## config.mk

```make
export PLATFORM = sky130hd
export DESIGN_NAME = cmpt_top
export DESIGN_NICKNAME = d
export VERILOG_FILES = /design/src/rtl/cmpt_pkg.sv /design/src/rtl/cmpt_prescaler.sv /design/src/rtl/cmpt_counter.sv /design/src/rtl/cmpt_cmp_flag.sv /design/src/rtl/cmpt_top.sv
export SDC_FILE = /design/constraint.sdc
export NUM_CORES = 1
export LEC_CHECK = 0
export BUFFER_PORTS_ARGS = -buffer_cell sky130_fd_sc_hd__buf_2
export CELL_PAD_IN_SITES_DETAIL_PLACEMENT = 1
export CELL_PAD_IN_SITES_GLOBAL_PLACEMENT = 1
export CORE_UTILIZATION = 47
export DETAILED_ROUTE_END_ITERATION = 16
export GPL_TIMING_DRIVEN = 1
export PLACE_DENSITY = 0.86
export SLEW_MARGIN = 20
export SYNTH_ARGS = -nofsm -noshare
export SYNTH_HDL_FRONTEND = slang
export SYNTH_SLANG_ARGS = --single-unit
```

## constraint.sdc

```tcl
create_clock -name clk -period 3.6 [get_ports clk]
set_input_delay 0.36 -clock clk [delete_from_list [all_inputs] [get_ports clk]]
set_output_delay 0.36 -clock clk [all_outputs]
set_load 0.02 [all_outputs]
```

## src/rtl/cmpt_pkg.sv

```systemverilog
package cmpt_pkg;

    localparam int REG_W     = 16;
    localparam int EXP_W     = 4;
    localparam int ADDR_W    = 3;
    localparam int FLAG1_BIT = 13;
    localparam int FLAG2_BIT = 14;

    typedef enum logic [1:0] {
        CMP_OFF = 2'b00,
        CMP_EQ  = 2'b01,
        CMP_GE  = 2'b10,
        CMP_EVT = 2'b11
    } cmp_mode_e;

    typedef enum logic [1:0] {
        SEL_CMP1  = 2'd0,
        SEL_CMP2  = 2'd1,
        SEL_COUNT = 2'd2,
        SEL_SETUP = 2'd3
    } reg_sel_e;

    // setup word, MSB first
    typedef struct packed {
        logic             cnt_en;   // 15
        logic             flag2;    // 14
        logic             flag1;    // 13
        logic             done;     // 12
        logic             stop_en;  // 11
        logic             rsvd;     // 10
        cmp_mode_e        mode2;    // 9:8
        cmp_mode_e        mode1;    // 7:6
        logic             rev;      // 5
        logic             clksel;   // 4
        logic [EXP_W-1:0] exp;      // 3:0
    } setup_t;

    function automatic logic cmp_hit(cmp_mode_e mode, logic [REG_W-1:0] cnt,
                                     logic [REG_W-1:0] ref_val, logic tick);
        case (mode)
            CMP_EQ:  return cnt == ref_val;
            CMP_GE:  return cnt >= ref_val;
            CMP_EVT: return tick && (cnt == ref_val);
            default: return 1'b0;
        endcase
    endfunction

endpackage

```

## src/rtl/cmpt_prescaler.sv

```systemverilog
module cmpt_prescaler #(
    parameter int EXP_W = cmpt_pkg::EXP_W
) (
    input  logic             clk,
    input  logic             rst,
    input  logic             run,
    input  logic             restart,
    input  logic [EXP_W-1:0] exp,
    output logic             tick
);
    localparam int PRE_W = (1 << EXP_W) - 1;
    localparam logic [PRE_W-1:0] ONES = '1;

    logic [PRE_W-1:0] acc_q;
    logic [PRE_W-1:0] mask;

    assign mask = ONES >> (PRE_W - int'(exp));
    assign tick = run && ((acc_q & mask) == mask);

    always_ff @(posedge clk) begin
        if (rst || restart || !run)
            acc_q <= '0;
        else
            acc_q <= acc_q + PRE_W'(1);
    end
endmodule

```

## src/rtl/cmpt_counter.sv

```systemverilog
module cmpt_counter #(
    parameter int W = cmpt_pkg::REG_W
) (
    input  logic         clk,
    input  logic         rst,
    input  logic         ld,
    input  logic [W-1:0] ld_val,
    input  logic         tick,
    input  logic         rev,
    input  logic [W-1:0] wrap_at,
    output logic [W-1:0] count
);
    always_ff @(posedge clk) begin
        if (rst)
            count <= '0;
        else if (ld)
            count <= ld_val;
        else if (tick) begin
            if (count == wrap_at)
                count <= '0;
            else if (rev)
                count <= count - W'(1);
            else
                count <= count + W'(1);
        end
    end
endmodule

```

## src/rtl/cmpt_cmp_flag.sv

```systemverilog
module cmpt_cmp_flag
    import cmpt_pkg::*;
#(
    parameter int W = cmpt_pkg::REG_W
) (
    input  logic         clk,
    input  logic         rst,
    input  cmp_mode_e    mode,
    input  logic [W-1:0] count,
    input  logic [W-1:0] ref_val,
    input  logic         tick,
    input  logic         clr,
    output logic         flag,
    output logic         rise
);
    logic set;

    assign set  = cmp_hit(mode, count, ref_val, tick);
    assign rise = set && !flag;

    always_ff @(posedge clk) begin
        if (rst)
            flag <= 1'b0;
        else
            flag <= (flag && !clr) || set;
    end
endmodule

```

## src/rtl/cmpt_top.sv

```systemverilog
module cmpt_top
    import cmpt_pkg::*;
#(
    parameter int REG_W  = cmpt_pkg::REG_W,
    parameter int ADDR_W = cmpt_pkg::ADDR_W
) (
    input  logic              clk,
    input  logic              rst,
    input  logic              wr_en,
    input  logic [ADDR_W-1:0] addr,
    input  logic [REG_W-1:0]  wr_data,
    output logic [REG_W-1:0]  rd_data,
    input  logic              rst_en,
    output logic              irq,
    output logic              sys_rst_req
);
    localparam int NCMP = 2;

    reg_sel_e         sel;
    logic             hit_even;
    logic             wr_cnt, wr_setup;
    logic [REG_W-1:0] cmp_q [NCMP];
    setup_t           setup_q;
    setup_t           setup_rd;
    cmp_mode_e        mode_a [NCMP];
    logic             clr_a  [NCMP];
    logic             flag_a [NCMP];
    logic             rise_a [NCMP];
    logic             tick, run, cnt_en;
    logic [REG_W-1:0] count_q;

    assign sel      = reg_sel_e'(addr[2:1]);
    assign hit_even = !addr[0];
    assign wr_cnt   = wr_en && hit_even && (sel == SEL_COUNT);
    assign wr_setup = wr_en && hit_even && (sel == SEL_SETUP);

    // compare registers
    for (genvar i = 0; i < NCMP; i++) begin : g_cmp
        always_ff @(posedge clk) begin
            if (rst)
                cmp_q[i] <= '0;
            else if (wr_en && hit_even && (sel == reg_sel_e'(i)))
                cmp_q[i] <= wr_data;
        end
    end

    // setup register (flags live in the compare units)
    always_ff @(posedge clk) begin
        if (rst)
            setup_q <= '0;
        else if (wr_setup) begin
            setup_q       <= setup_t'(wr_data);
            setup_q.flag1 <= 1'b0;
            setup_q.flag2 <= 1'b0;
            setup_q.rsvd  <= 1'b0;
            setup_q.done  <= 1'b1;
        end
    end

    assign cnt_en = setup_q.cnt_en;
    assign run    = cnt_en && !(setup_q.stop_en && flag_a[1]);

    cmpt_prescaler #(.EXP_W(EXP_W)) u_pre (
        .clk     (clk),
        .rst     (rst),
        .run     (run),
        .restart (wr_cnt),
        .exp     (setup_q.exp),
        .tick    (tick)
    );

    cmpt_counter #(.W(REG_W)) u_cnt (
        .clk     (clk),
        .rst     (rst),
        .ld      (wr_cnt),
        .ld_val  (wr_data),
        .tick    (tick),
        .rev     (setup_q.rev),
        .wrap_at (cmp_q[1]),
        .count   (count_q)
    );

    assign mode_a[0] = setup_q.mode1;
    assign mode_a[1] = setup_q.mode2;
    assign clr_a[0]  = wr_setup && wr_data[FLAG1_BIT];
    assign clr_a[1]  = wr_setup && wr_data[FLAG2_BIT];

    for (genvar i = 0; i < NCMP; i++) begin : g_flag
        cmpt_cmp_flag #(.W(REG_W)) u_flag (
            .clk     (clk),
            .rst     (rst),
            .mode    (mode_a[i]),
            .count   (count_q),
            .ref_val (cmp_q[i]),
            .tick    (tick),
            .clr     (clr_a[i]),
            .flag    (flag_a[i]),
            .rise    (rise_a[i])
        );
    end

    always_ff @(posedge clk) begin
        if (rst)
            sys_rst_req <= 1'b0;
        else
            sys_rst_req <= rise_a[1] && rst_en && (cmp_q[1] != '0);
    end

    assign irq = flag_a[0] || flag_a[1];

    always_comb begin
        setup_rd       = setup_q;
        setup_rd.flag1 = flag_a[0];
        setup_rd.flag2 = flag_a[1];
        setup_rd.rsvd  = 1'b0;
    end

    always_comb begin
        rd_data = '0;
        if (hit_even) begin
            case (sel)
                SEL_CMP1:  rd_data = cmp_q[0];
                SEL_CMP2:  rd_data = cmp_q[1];
                SEL_COUNT: rd_data = count_q;
                default:   rd_data = REG_W'(setup_rd);
            endcase
        end
    end
endmodule

```

==> qor.csv <==
metric,value,unit
status,finished clean,
crit_buf_inv,0,
tns,0,ps
crit_path_start,setup_q[5]$_SDFFE_PP0P_,
p_leak,0.00246,uW
groute.usage.overall,0.300,
path_cells,ha_1 > a21oi_1 > o2111ai_1 > o2111ai_1 > a21oi_1 > xor2_1 > a21oi_1 > a311oi_1,
antenna_left,0,
ir_worst_vdd,0.260,mV
cpMostUsedCell,a21oi_1,
first_pass_iters,4,
yosys_warnings,0,
drt-wirelength-per-cell,21.7,microns
numPortBuffers,40,
worstPathArrival,3130,ps
async_flop_share,0,
setup_viol,0,
clkLatencyLatePin,340,ps
core,0.0109,sq mm
initial_utilization,0.486,
area_growth,12.1,%
p_per_area,374,mW/mm^2
post_dp_cell_area,0.00564,sq mm
grt_pass1_vias,4917,
max_cap_viol_count,0,
die_w,108,microns
dieHeight,108,microns
htreeDepth,3,
cts_hold_buf,0,
dpl_worst_slack,817,ps
timing.final.crit_share,0.801,
maxSlewHeadroom,0.373,
syn_inst,595,
hp-class,in -> reg,
dp_hpwl,12300,microns
grt-ovfl-total,0,
cts_resized,0,
worstHoldStart,rst_en,
cts_root_buf,clkbuf_16,
synth_top_family_by_area,simple AND/OR/NAND/NOR gates,
worstPathMaxFanout,18,
path_class,reg -> reg,
hold_viol_final,0,
crit_slowest_cell,dfxtp_1,
ios,41,
fill_cells,1314,
synthFlopType,dfxtp_1,
cts_tree,done,
synth-compound-area-share,0.141,
fin_ws,718,ps
synth_area,0.00531,sq mm
ys_types,53,
place.gp.congestion,0.876,
yosysSeqAreaShare,0.358,
synth_edf_count,32,
synth-simple-area-share,0.226,
clk_pin_slew,60,ps
wl,16800,microns
cts_setup_buffers,0,
finalNetCount,700,
grt_antenna_before_repair,0,
die-area,0.0117,sq mm
antenna_cells,0,
numCtsBuffers,9,
syn_avg_cell_area,8.93,sq um
synth_mux_area_frac,0.0714,
rows,38,
rsz0062_at_grt,no,
ys_ff_latch,79,
routed_via_density,6.10,
grt_pass1_wl,26200,microns
clockBufferDepth,2,
yosys.area_share.xor_xnor,0.0396,
fmax,347,MHz
fin_worst_skew,7.56,ps
route.vias.total,4725,
critPathMaxStageDelay,820,ps
drc_errors,0,
rr_startpoint,setup_q[5]$_SDFFE_PP0P_,
startpoint_type,register,
drtIter0Drc,201,
worst_setup_path_end_kind,register,
cp_top_family,compound AO/OA/AOI/OAI gates,
fin_hold_ws,291,ps
synth_nets,666,
worstMarginPinSlew,933,ps
yosys.area_share.adder,0.114,
drv_slew,0,
grt_max_degree,29,
cts.sinks,79,
finalInstanceArea,0.00595,sq mm
worstPathRequired,3850,ps
drive_gt1_frac,0.136,
min_period,2880,ps
==> where the power goes <==
group	internal, uW	switching [uW]	total (uW)
Sequential	967	41.0	1010
Clock	577	370	947
Combinational	108	166	274
Total	1650	577	2230
==> registers in the layout, summed over array words and instances (netlist names) <==
register	flops
cmp_q	32
u_cnt.count	16
u_pre.acc_q	15
setup_q	8
mode_a	4
g_flag.u_flag.flag	2
cnt_en	1
sys_rst_req	1
==> cell usage in the layout, fill, tap and decap left out, types with 16 or more instances in the layout <==
master,instances
a21oi_1,56
dfxtp_1,47
nor2b_1,24
nor2_1,31
inv_1,42
ha_1,47
buf_2,40
and2_1,33
nand2_1,84
nand3_1,16
edfxtp_1,32
==> routing by layer <==
metal	track usage	vias to the layer above	wire (microns)
met4	0.126	0	619
met2	0.519	178	8430
li1	-	2197	-
met1	0.363	2300	6780
met5	0	-	0
met3	0.0591	50	974
==> worst paths after layout <==
check,to,slack [ps],cells past startpoint
setup / recovery,u_cnt.count[14]$_SDFFE_PP0P_,720,8
hold / removal,sys_rst_req$_SDFF_PP0_,290,2
setup reg to reg,u_cnt.count[14]$_SDFFE_PP0P_,720,8
hold reg to reg,setup_q[4]$_SDFFE_PP0P_,460,2
==> cells by family after synthesis <==
group	after synthesis
xor+xnor	24
compound gates	123
flops	79
mux	19
buf+inv	66
fa+ha+maj	48
simple gates	236
==> cells in the mapped netlist (all sizes together), types with 2 or more instances <==
| cell | n | area share |
|---|---|---|
| edfxtp | 32 | 0.18 |
| dfxtp | 47 | 0.18 |
| a31oi | 7 | 0.0082 |
| mux4 | 15 | 0.064 |
| o21ai | 20 | 0.019 |
| clkbuf | 18 | 0.013 |
| nor4 | 7 | 0.0082 |
| a21o | 6 | 0.0085 |
| buf | 6 | 0.0078 |
| or3 | 8 | 0.0094 |
| o31ai | 2 | 0.0028 |
| nor2b | 24 | 0.028 |
| a311oi | 10 | 0.016 |
| o2111ai | 2 | 0.0033 |
| xor2 | 10 | 0.016 |
| nor2 | 33 | 0.024 |
| nand2 | 84 | 0.059 |
| and2 | 33 | 0.039 |
| ha | 47 | 0.11 |
| a21oi | 56 | 0.053 |
| or2 | 2 | 0.0024 |
| o22ai | 2 | 0.0024 |
| mux2i | 3 | 0.0057 |
| nand3 | 17 | 0.018 |
| nand4 | 7 | 0.0082 |
| xnor2 | 14 | 0.023 |
| nor3 | 8 | 0.0075 |
| and3 | 2 | 0.0024 |
| inv | 42 | 0.030 |
| o211ai | 5 | 0.0071 |
| or4 | 2 | 0.0028 |
| a31o | 2 | 0.0033 |
| a211oi | 5 | 0.0071 |
| nand2b | 4 | 0.0047 |
==> metrics by stage <==
step                      cells   util  total power (uW)
after CTS                   774  0.544              2230
after global routing        774  0.544              2300
after detailed placement    758  0.516              1290
final                       774  0.544              2230
after floorplan             595      -              1190
after global placement      758  0.516              1270
==> area by class of cell <==
type                    count  area, sq um  area share
multi-input cells         450         3160       0.530
flip-flops and latches     79         1900       0.319
clock buffers              11          254      0.0427
repair buffers             47          253      0.0425
well taps                 140          175      0.0294
inverters                  42          158      0.0265
clock inverters             5         55.1     0.00925
No activity file was read; power rests on OpenSTA's default activity.
